File: src/rtl/tw_pkg.sv
package tw_pkg;
    localparam int VA_W   = 32;
    localparam int PA_W   = 40;
    localparam int ATTR_W = 10;
    localparam int BASE_W = 18;

    typedef enum logic [2:0] {
        ST_IDLE, ST_L1_REQ, ST_L1_WAIT, ST_L2_REQ, ST_L2_WAIT, ST_DONE, ST_FAULT
    } walk_st_e;

    typedef enum logic [1:0] {
        SZ_4K = 2'd0, SZ_64K = 2'd1, SZ_1M = 2'd2, SZ_16M = 2'd3
    } pg_size_e;

    typedef enum logic [1:0] {
        DK_FAULT, DK_TABLE, DK_LEAF
    } desc_kind_e;

    typedef struct packed {
        walk_st_e          st;
        logic [23:0]       va;
        logic [VA_W-1:0]   addr;
        logic [PA_W-1:0]   pa;
        pg_size_e          size;
        logic [ATTR_W-1:0] attr;
    } walk_regs_t;
endpackage

File: src/rtl/tw_base_sel.sv
module tw_base_sel #(
    parameter int SPLIT_W = 3,
    parameter int BASE_W  = 18
) (
    input  logic [11:0]       va_top,
    input  logic [SPLIT_W-1:0] split_n,
    input  logic [BASE_W-1:0] tbase0,
    input  logic [BASE_W-1:0] tbase1,
    output logic [31:0]       l1_addr
);
    localparam int TEST_W = (1 << SPLIT_W) - 1;

    logic use_hi;

    always_comb begin
        use_hi = 1'b0;
        for (int i = 0; i < TEST_W; i++) begin
            if ((i < int'(split_n)) && va_top[11-i]) use_hi = 1'b1;
        end
        l1_addr = {(use_hi ? tbase1 : tbase0), va_top, 2'b00};
    end
endmodule

File: src/rtl/tw_desc_decode.sv
module tw_desc_decode
    import tw_pkg::*;
(
    input  logic              level2,
    input  logic [31:0]       desc,
    input  logic [23:0]       va_lo,
    output desc_kind_e        kind,
    output logic [PA_W-1:0]   leaf_pa,
    output pg_size_e          leaf_size,
    output logic [ATTR_W-1:0] leaf_attr
);
    always_comb begin
        kind      = DK_FAULT;
        leaf_pa   = '0;
        leaf_size = SZ_4K;
        leaf_attr = desc[11:2];
        if (!level2) begin
            unique case (desc[1:0])
                2'b01: kind = DK_TABLE;
                2'b10: begin
                    kind = DK_LEAF;
                    if (desc[18]) begin
                        leaf_pa   = {desc[23:20], desc[8:5], desc[31:24], va_lo[23:0]};
                        leaf_size = SZ_16M;
                    end else begin
                        leaf_pa   = {8'h00, desc[31:20], va_lo[19:0]};
                        leaf_size = SZ_1M;
                    end
                end
                default: kind = DK_FAULT;
            endcase
        end else begin
            if (desc[1]) begin
                kind      = DK_LEAF;
                leaf_pa   = {8'h00, desc[31:12], va_lo[11:0]};
                leaf_size = SZ_4K;
            end else if (desc[0]) begin
                kind      = DK_LEAF;
                leaf_pa   = {8'h00, desc[31:16], va_lo[15:0]};
                leaf_size = SZ_64K;
            end
        end
    end
endmodule

File: src/rtl/tw_walker.sv
module tw_walker
    import tw_pkg::*;
#(
    parameter int SPLIT_W = 3
) (
    input  logic               clk,
    input  logic               rst_n,
    input  logic               req_valid,
    input  logic [31:0]        req_va,
    input  logic [SPLIT_W-1:0] split_n,
    input  logic [17:0]        tbase0,
    input  logic [17:0]        tbase1,
    output logic               busy,
    output logic               mem_req,
    output logic [31:0]        mem_addr,
    input  logic               mem_rvalid,
    input  logic [31:0]        mem_rdata,
    output logic               done,
    output logic               fault,
    output logic [39:0]        pa,
    output logic [1:0]         page_size,
    output logic [9:0]         attr
);
    walk_regs_t  r_q, r_d;
    logic [31:0] l1_addr;
    desc_kind_e  kind;
    logic [PA_W-1:0]   leaf_pa;
    pg_size_e          leaf_size;
    logic [ATTR_W-1:0] leaf_attr;

    tw_base_sel #(.SPLIT_W(SPLIT_W), .BASE_W(BASE_W)) u_base (
        .va_top (req_va[31:20]),
        .split_n(split_n),
        .tbase0 (tbase0),
        .tbase1 (tbase1),
        .l1_addr(l1_addr)
    );

    tw_desc_decode u_dec (
        .level2   (r_q.st == ST_L2_WAIT),
        .desc     (mem_rdata),
        .va_lo    (r_q.va),
        .kind     (kind),
        .leaf_pa  (leaf_pa),
        .leaf_size(leaf_size),
        .leaf_attr(leaf_attr)
    );

    always_comb begin
        r_d = r_q;
        unique case (r_q.st)
            ST_IDLE: if (req_valid) begin
                r_d.va   = req_va[23:0];
                r_d.addr = l1_addr;
                r_d.st   = ST_L1_REQ;
            end
            ST_L1_REQ: r_d.st = ST_L1_WAIT;
            ST_L2_REQ: r_d.st = ST_L2_WAIT;
            ST_L1_WAIT, ST_L2_WAIT: if (mem_rvalid) begin
                unique case (kind)
                    DK_TABLE: begin
                        r_d.addr = {mem_rdata[31:10], r_q.va[19:12], 2'b00};
                        r_d.st   = ST_L2_REQ;
                    end
                    DK_LEAF: begin
                        r_d.pa   = leaf_pa;
                        r_d.size = leaf_size;
                        r_d.attr = leaf_attr;
                        r_d.st   = ST_DONE;
                    end
                    default: r_d.st = ST_FAULT;
                endcase
            end
            default: r_d.st = ST_IDLE;
        endcase
    end

    always_ff @(posedge clk) begin
        if (!rst_n) begin
            r_q <= '{st: ST_IDLE, va: '0, addr: '0, pa: '0, size: SZ_4K, attr: '0};
        end else begin
            r_q <= r_d;
        end
    end

    assign busy      = (r_q.st != ST_IDLE);
    assign mem_req   = (r_q.st == ST_L1_REQ) || (r_q.st == ST_L2_REQ);
    assign mem_addr  = r_q.addr;
    assign done      = (r_q.st == ST_DONE);
    assign fault     = (r_q.st == ST_FAULT);
    assign pa        = r_q.pa;
    assign page_size = r_q.size;
    assign attr      = r_q.attr;

    AST_ONE_OUTCOME: assert property (@(posedge clk) disable iff (!rst_n) !(done && fault));
    AST_REQ_ONE_CYCLE: assert property (@(posedge clk) disable iff (!rst_n) mem_req |=> !mem_req);
    AST_ADDR_HELD: assert property (@(posedge clk) disable iff (!rst_n) mem_req |=> $stable(mem_addr));
    AST_REQ_IN_WALK: assert property (@(posedge clk) disable iff (!rst_n) mem_req |-> busy);
    AST_RESULT_FREES: assert property (@(posedge clk) disable iff (!rst_n) (done || fault) |=> !busy);
    AST_PA_NARROW: assert property (@(posedge clk) disable iff (!rst_n)
        (done && page_size != 2'd3) |-> (pa[39:32] == 8'h00));
endmodule

File: config.mk
export PLATFORM = sky130hd
export DESIGN_NAME = tw_walker
export DESIGN_NICKNAME = d
export VERILOG_FILES = /design/src/rtl/tw_pkg.sv /design/src/rtl/tw_base_sel.sv /design/src/rtl/tw_desc_decode.sv /design/src/rtl/tw_walker.sv
export SDC_FILE = /design/constraint.sdc
export NUM_CORES = 1
export LEC_CHECK = 0
export BUFFER_PORTS_ARGS = -buffer_cell sky130_fd_sc_hd__buf_2
export CORE_UTILIZATION = 50
export CTS_BUF_LIST = sky130_fd_sc_hd__clkbuf_8
export CTS_CLUSTER_DIAMETER = 50
export CTS_CLUSTER_SIZE = 25
export DETAILED_ROUTE_END_ITERATION = 8
export GPL_ROUTABILITY_DRIVEN = 0
export PLACE_DENSITY_LB_ADDON = 0.05
export REMOVE_ABC_BUFFERS = 1
export SLEW_MARGIN = 20
export SYNTH_ARGS = -nofsm -noshare
export SYNTH_HDL_FRONTEND = slang
export SYNTH_SLANG_ARGS = --single-unit
File: constraint.sdc
create_clock -name clk -period 1.8 [get_ports clk]
set_input_delay 0.18 -clock clk [delete_from_list [all_inputs] [get_ports clk]]
set_output_delay 0.18 -clock clk [all_outputs]
set_load 0.005 [all_outputs]
==> results.yml, run 1 <==
yosys:
  synth-async-reset-ratio_pct: 0
  synthCells: 689
  synth_seq_cells: 109
  ys_seq_area_share_pct: 38.7
  syn_area_um2: 5640
  synth_cell_type_count: 53
  ys.flop_type: "dfxtp_1"
  yosys.area.top_type: "dfxtp_1"
  ys_top_cells_by_area: "dfxtp_1, buf_4, a21oi_1"
  avgSynthCellArea_um2: 8.19
  yosysTopAreaCellShare_pct: 38.7
  yosysWarnings: 0
  synth-edff-count: 0
die:
  core_um2: 10900
  start_util_pct: 51.6
  fp.dieH_um: 108
  io-pin-count: 195
  die_x_um: 108
  fp-row-count: 38
  dieArea_um2: 11700
timing:
  period_minus_slack_ns: 1.71
  fmax_ghz: 0.583
  tns_ns: 0
  final_hold_viol_count: 0
  rsz0062_at_grt: "false"
  drv_slew: 0
  setup_violations: 0
  clock_skew_ns: 0.0115
  tightest_slew_ns: 0.810
  post-route-period-util_pct: 95.2
  slew-limit-headroom_pct: 45.8
  timing.final.ws_setup_ns: 0.0859
status:
  status: "finished, final reports clean"
worst_setup_path:
  cp-start-kind: "flop"
  endpoint_kind: "flop"
  crit_fanout: 7
  cpLargestDelayFamily: "simple AND/OR/NAND/NOR gates"
  crit_chain: "buf_4 > or3b_1 > mux2i_4 > nand2_1 > a311oi_2"
  crit_required_ns: 2.07
  max_stage_delay_ns: 0.43
  arrival_ns: 1.98
  cp_num_buf_inv: 1
  critical_path_class: "reg2reg"
  crit_slowest_cell: "dfxtp_2"
flow_run:
  drv_cap: 0
pwr:
  power_frac_seq_pct: 47.3
  p_int_w: 0.00393
  total_power_w: 0.00563
  total_leakage_power_nw: 2.73
  sw_frac_of_total_pct: 30.2
  peakVddDrop_uv: 408
  clkPwrFrac_pct: 29.9
  power.switching_w: 0.00170
  combPwrFrac_pct: 22.8
  powerDensity_nw_per_um2: 850
placed_design:
  dp_hpwl_um: 11300
  port_buffers: 192
  place_ws_ns: -0.120
  dpl-instance-area_um2: 6350
finish:
  final_common_cell: "buf_2"
  utilization_pct: 60.6
  fillers: 1046
  fin_area_um2: 6630
  final_nets: 892
  drive_above_1_share_pct: 35.7
  final_cell_mix: "buf_2, dfxtp_1, a21oi_1"
  area_growth_syn_to_layout_pct: 17.5
hold_path:
  hold_class: "in2reg"
clocking:
  cts_buffer_depth: 2
  root_buffer: "clkbuf_8"
  cts_buffers: 9
  clock_latency_ns: 0.36
  ctsHtreeMaxLevel: 3
  cts_tree: "done"
  path_clk_slew_ns: 0.11
  hold_buffers: 0
  cts_sinks: 109
global_route:
  grt_max_degree: 45
  gr-usage-met2_pct: 47.7
  use_met3_pct: 3.19
  grt.busiest_layer: "met2"
  grt_pass1_wl_um: 26000
  first_global_vias: 5056
  grt_overflow: 0
  antenna_found_initial: 1
  met1_usage_pct: 37.9
  track_usage_pct: 28.5
detailed_routing:
  antenna_left: 0
  via_per_inst: 5.80
  drtPass1Iterations: 5
  drt_iter0_markers: 444
  vias: 5399
  routedWlPerCell_um: 17.8
  drc: 0
  wirelength_um: 16600
## tightest hold or removal path: cells and delay by family
kind / cells / cell delay, ns
buffers and inverters: 1 / 0.10
AND/OR/NAND/NOR: 1 / 0.05
AO/OA/AOI/OAI: 1 / 0.05
## worst paths after layout
path                          from               endpoint  slack [ns]  cells after the start
max          r_q[110]$_SDFFE_PN0P_    pa[15]$_SDFFE_PN0P_        0.09                      5
min                      req_va[6]   r_q[90]$_SDFFE_PN0P_        0.04                      3
min reg2reg  r_q[105]$_SDFFE_PN0P_  r_q[105]$_SDFFE_PN0P_        0.46                      2
max reg2reg  r_q[110]$_SDFFE_PN0P_    pa[15]$_SDFFE_PN0P_        0.09                      5
## state kept, by name, summed over array words and instances, names as in the netlist
name,flops
attr,10
page_size,2
mem_addr,30
r_q,27
pa,40
## logic make-up after synthesis
kind of cell,synth area share [%]
AO/OA/AOI/OAI,27.2
AND/OR/NAND/NOR,16.7
buffers and inverters,16.6
flip-flops,38.7
multiplexers,0.577
XOR/XNOR,0.155
other,0.0665
## metrics by stage
step,std cells,hold WS (ns)
2_1_floorplan,542,0.302
3_3_place_gp,913,0.422
3_5_place_dp,913,0.426
4_1_cts,930,0.0237
5_1_grt,931,0.0319
6_report,931,0.0434
## synthesized netlist by cell type (6+ instances only)
cell type and count:
o211ai_1 20, nand4_1 27, dfxtp_1 109, clkbuf_1 35, nor3_1 14, and2_1 8
nor2_1 16, a21oi_1 97, nand3_1 39, o21ai_0 58, a221oi_2 12, buf_2 18
nand2b_1 6, buf_4 88, a31oi_1 19, o21ai_1 8, nand2_1 53
## layout make-up
cell class	instances	area, µm²	area share, %
multi-input cells	430	2630	39.6
diodes	1	2.50	0.0378
clock buffers	10	138	2.08
well taps	140	175	2.64
flip-flops and latches	109	2190	33.0
clock inverters	6	87.6	1.32
inverters	4	15.0	0.227
repair buffers	231	1400	21.0
## what timing repair did
| action | 4_1_cts | 5_1_grt |
|---|---|---|
| resized for setup | 5 | 7 |
| cloned | 1 | 0 |
| setup buffers | 0 | 0 |
| endpoints found under the setup margin | 37 | 22 |
| pin swaps | 1 | 1 |
## layer usage
metal	vias up	part of all wire [%]	wire length, µm
met2	206	48	8020
met5	-	0	0
li1	2599	-	-
met3	20	5.7	952
met1	2574	44	7330
met4	0	1.6	267
## power by group through the flow
stage	registers, W	logic, W	clock network (W)
floorplan	0.00272	0.000583	0
global placement	0.00271	0.00123	0
detailed placement	0.00272	0.00126	0
CTS	0.00266	0.00127	0.00171
global route	0.00268	0.00141	0.00179
finish	0.00266	0.00128	0.00168
(Power assumes the default switching activity.)
==> run 2, diff against run 1 <==
--- a/config.mk
+++ b/config.mk
@@ -6,7 +6,7 @@
 export NUM_CORES = 1
 export LEC_CHECK = 0
 export BUFFER_PORTS_ARGS = -buffer_cell sky130_fd_sc_hd__buf_2
-export CORE_UTILIZATION = 50
+export CORE_UTILIZATION = 45
 export CTS_BUF_LIST = sky130_fd_sc_hd__clkbuf_8
 export CTS_CLUSTER_DIAMETER = 50
 export CTS_CLUSTER_SIZE = 25
==> run 2 against run 1 <==
Effect of this change: combinational power hardly changed; core utilization is 6.4 points lower; die area is 11% higher; worst setup slack better by 0.016 ns; maximum frequency is 0.93% higher; wire length is 0.73% higher; clock skew is 0.0032 ns lower; sequential power hardly changed; clock power is 18% lower; first-iteration DRC count is 11% higher; total power is 5.3% lower; critical path type unchanged; critical endpoint is now mem_addr[15]$_SDFFE_PN0P_; largest cell class unchanged.
==> results.yml, run 2 (synthesized netlist as in run 1, its figures left out) <==
status:
  status: "finished, final reports clean"
die:
  die_x_um: 114
  core_um2: 12100
  io-pin-count: 195
  dieArea_um2: 13000
  start_util_pct: 46.6
  fp.dieH_um: 114
  fp-row-count: 40
placed_design:
  port_buffers: 192
  dp_hpwl_um: 11800
  place_inst: 940
timing:
  rsz0062_at_grt: "true"
  slew-limit-headroom_pct: 47.2
  fmax_ghz: 0.589
  post-route-period-util_pct: 94.4
  clock_skew_ns: 0.00830
  period_minus_slack_ns: 1.70
  tightest_slew_ns: 0.790
  drv_slew: 0
  setup_violations: 0
  final_hold_viol_count: 0
detailed_routing:
  via_per_inst: 5.64
  drc: 0
  drt_iter0_markers: 493
  wirelength_um: 16700
  antenna_left: 0
  vias: 5385
  routedWlPerCell_um: 17.5
  drtPass1Iterations: 5
clocking:
  root_buffer: "clkbuf_8"
  clock_latency_ns: 0.38
  ctsHtreeMaxLevel: 3
  cts_buffer_depth: 2
  hold_buffers: 0
  cts_buffers: 9
  cts_tree: "done"
  path_clk_slew_ns: 0.10
  cts_sinks: 109
pwr:
  total_power_w: 0.00533
  total_leakage_power_nw: 2.71
  peakVddDrop_uv: 325
  powerDensity_nw_per_um2: 811
finish:
  final_nets: 890
  final_cells: 955
  fillers: 1240
  drive_above_1_share_pct: 35.3
  utilization_pct: 54.3
  diodes: 0
  final_common_cell: "buf_2"
  largest_reg_flops: 40
  area_growth_syn_to_layout_pct: 16.5
  final_cell_mix: "buf_2, dfxtp_1, a21oi_1"
global_route:
  first_global_vias: 4990
  track_usage_pct: 25.4
  antenna_found_initial: 0
  grt_overflow: 0
  grt_max_degree: 66
  grt_pass1_wl_um: 26200
worst_setup_path:
  critical_path_class: "reg2reg"
  crit_fanout: 17
  crit_slowest_cell: "a2111oi_4"
  endpoint_kind: "flop"
  crit_required_ns: 2.11
  crit_chain: "mux2i_1 > buf_4 > a2111oi_4 > buf_6 > o21ai_0 > a31oi_1"
  cp-start-kind: "flop"
  arrival_ns: 2.01
  max_stage_delay_ns: 0.44
hold_path:
  hold_class: "in2reg"
flow_run:
  drv_cap: 0
## run 2: cell types whose count changed in the layout (fill, tap and decap cells not counted), moves of 2 or more
cell        previous run  this run
nor3b_2                0         2
clkinv_2               0         4
clkinvlp_4             2         0
nand2b_2               2         0
buf_4                 27        25
nor3b_4                2         0
bufinv_16              2         0
## run 2: path summary, 6_finish.rpt
check	cells after the start	from	to	slack [ns]
hold / removal	3	req_va[19]	r_q[103]$_SDFFE_PN0P_	0.02
setup / recovery	6	r_q[109]$_SDFFE_PN0P_	mem_addr[15]$_SDFFE_PN0P_	0.10
hold reg to reg	2	r_q[105]$_SDFFE_PN0P_	r_q[105]$_SDFFE_PN0P_	0.46
setup reg to reg	6	r_q[109]$_SDFFE_PN0P_	mem_addr[15]$_SDFFE_PN0P_	0.10
## run 2: metrics by stage
step                      cell area, µm²  setup WS, ns  TNS (ns)  hold slack [ns]
after CTS                           6560        0.0594         0          0.00866
after detailed placement            6380       -0.0268   -0.0461            0.427
after global placement              6370        0.0214         0            0.421
after floorplan                     4720         -1.52    -84.10            0.302
final                               6570         0.102         0           0.0227
after global routing                6570       -0.0230   -0.0365           0.0186
## run 2: per-layer routing
metal	wire length [µm]	track usage, %
met5	0	0
met4	310	9.70
met3	1140	3.51
met2	7720	39.6
met1	7520	35.6
## run 2: what timing repair did
action | CTS | global route
buffers inserted | 0 | 0
gates resized for setup | 1 | 6
setup endpoints to repair | 19 | 39
## run 2: worst max-delay path, delay by kind of cell, from the launching register on
family | cells | cell delay [ns]
DFF | 1 | 0.39
AOI/OAI and AO/OA | 3 | 0.69
buffers and inverters | 2 | 0.42
muxes | 1 | 0.14
## run 2: area by class of cell
cell class                      count  area (µm²)  share of cell area (%)
Clock inverter                      4        23.8                   0.362
Inverter                            4        16.3                   0.248
Sequential cell                   109        2190                    33.3
Clock buffer                       11         151                    2.30
Multi-Input combinational cell    429        2590                    39.4
Tap cell                          168         210                    3.20
Timing Repair Buffer              230        1390                    21.2
## run 2: report_power, final
part / switching, W / internal (W) / total (W)
registers: 0.0000956 / 0.00257 / 0.00266
logic: 0.000747 / 0.000536 / 0.00128
clock network: 0.000817 / 0.000568 / 0.00138
total: 0.00166 / 0.00367 / 0.00533
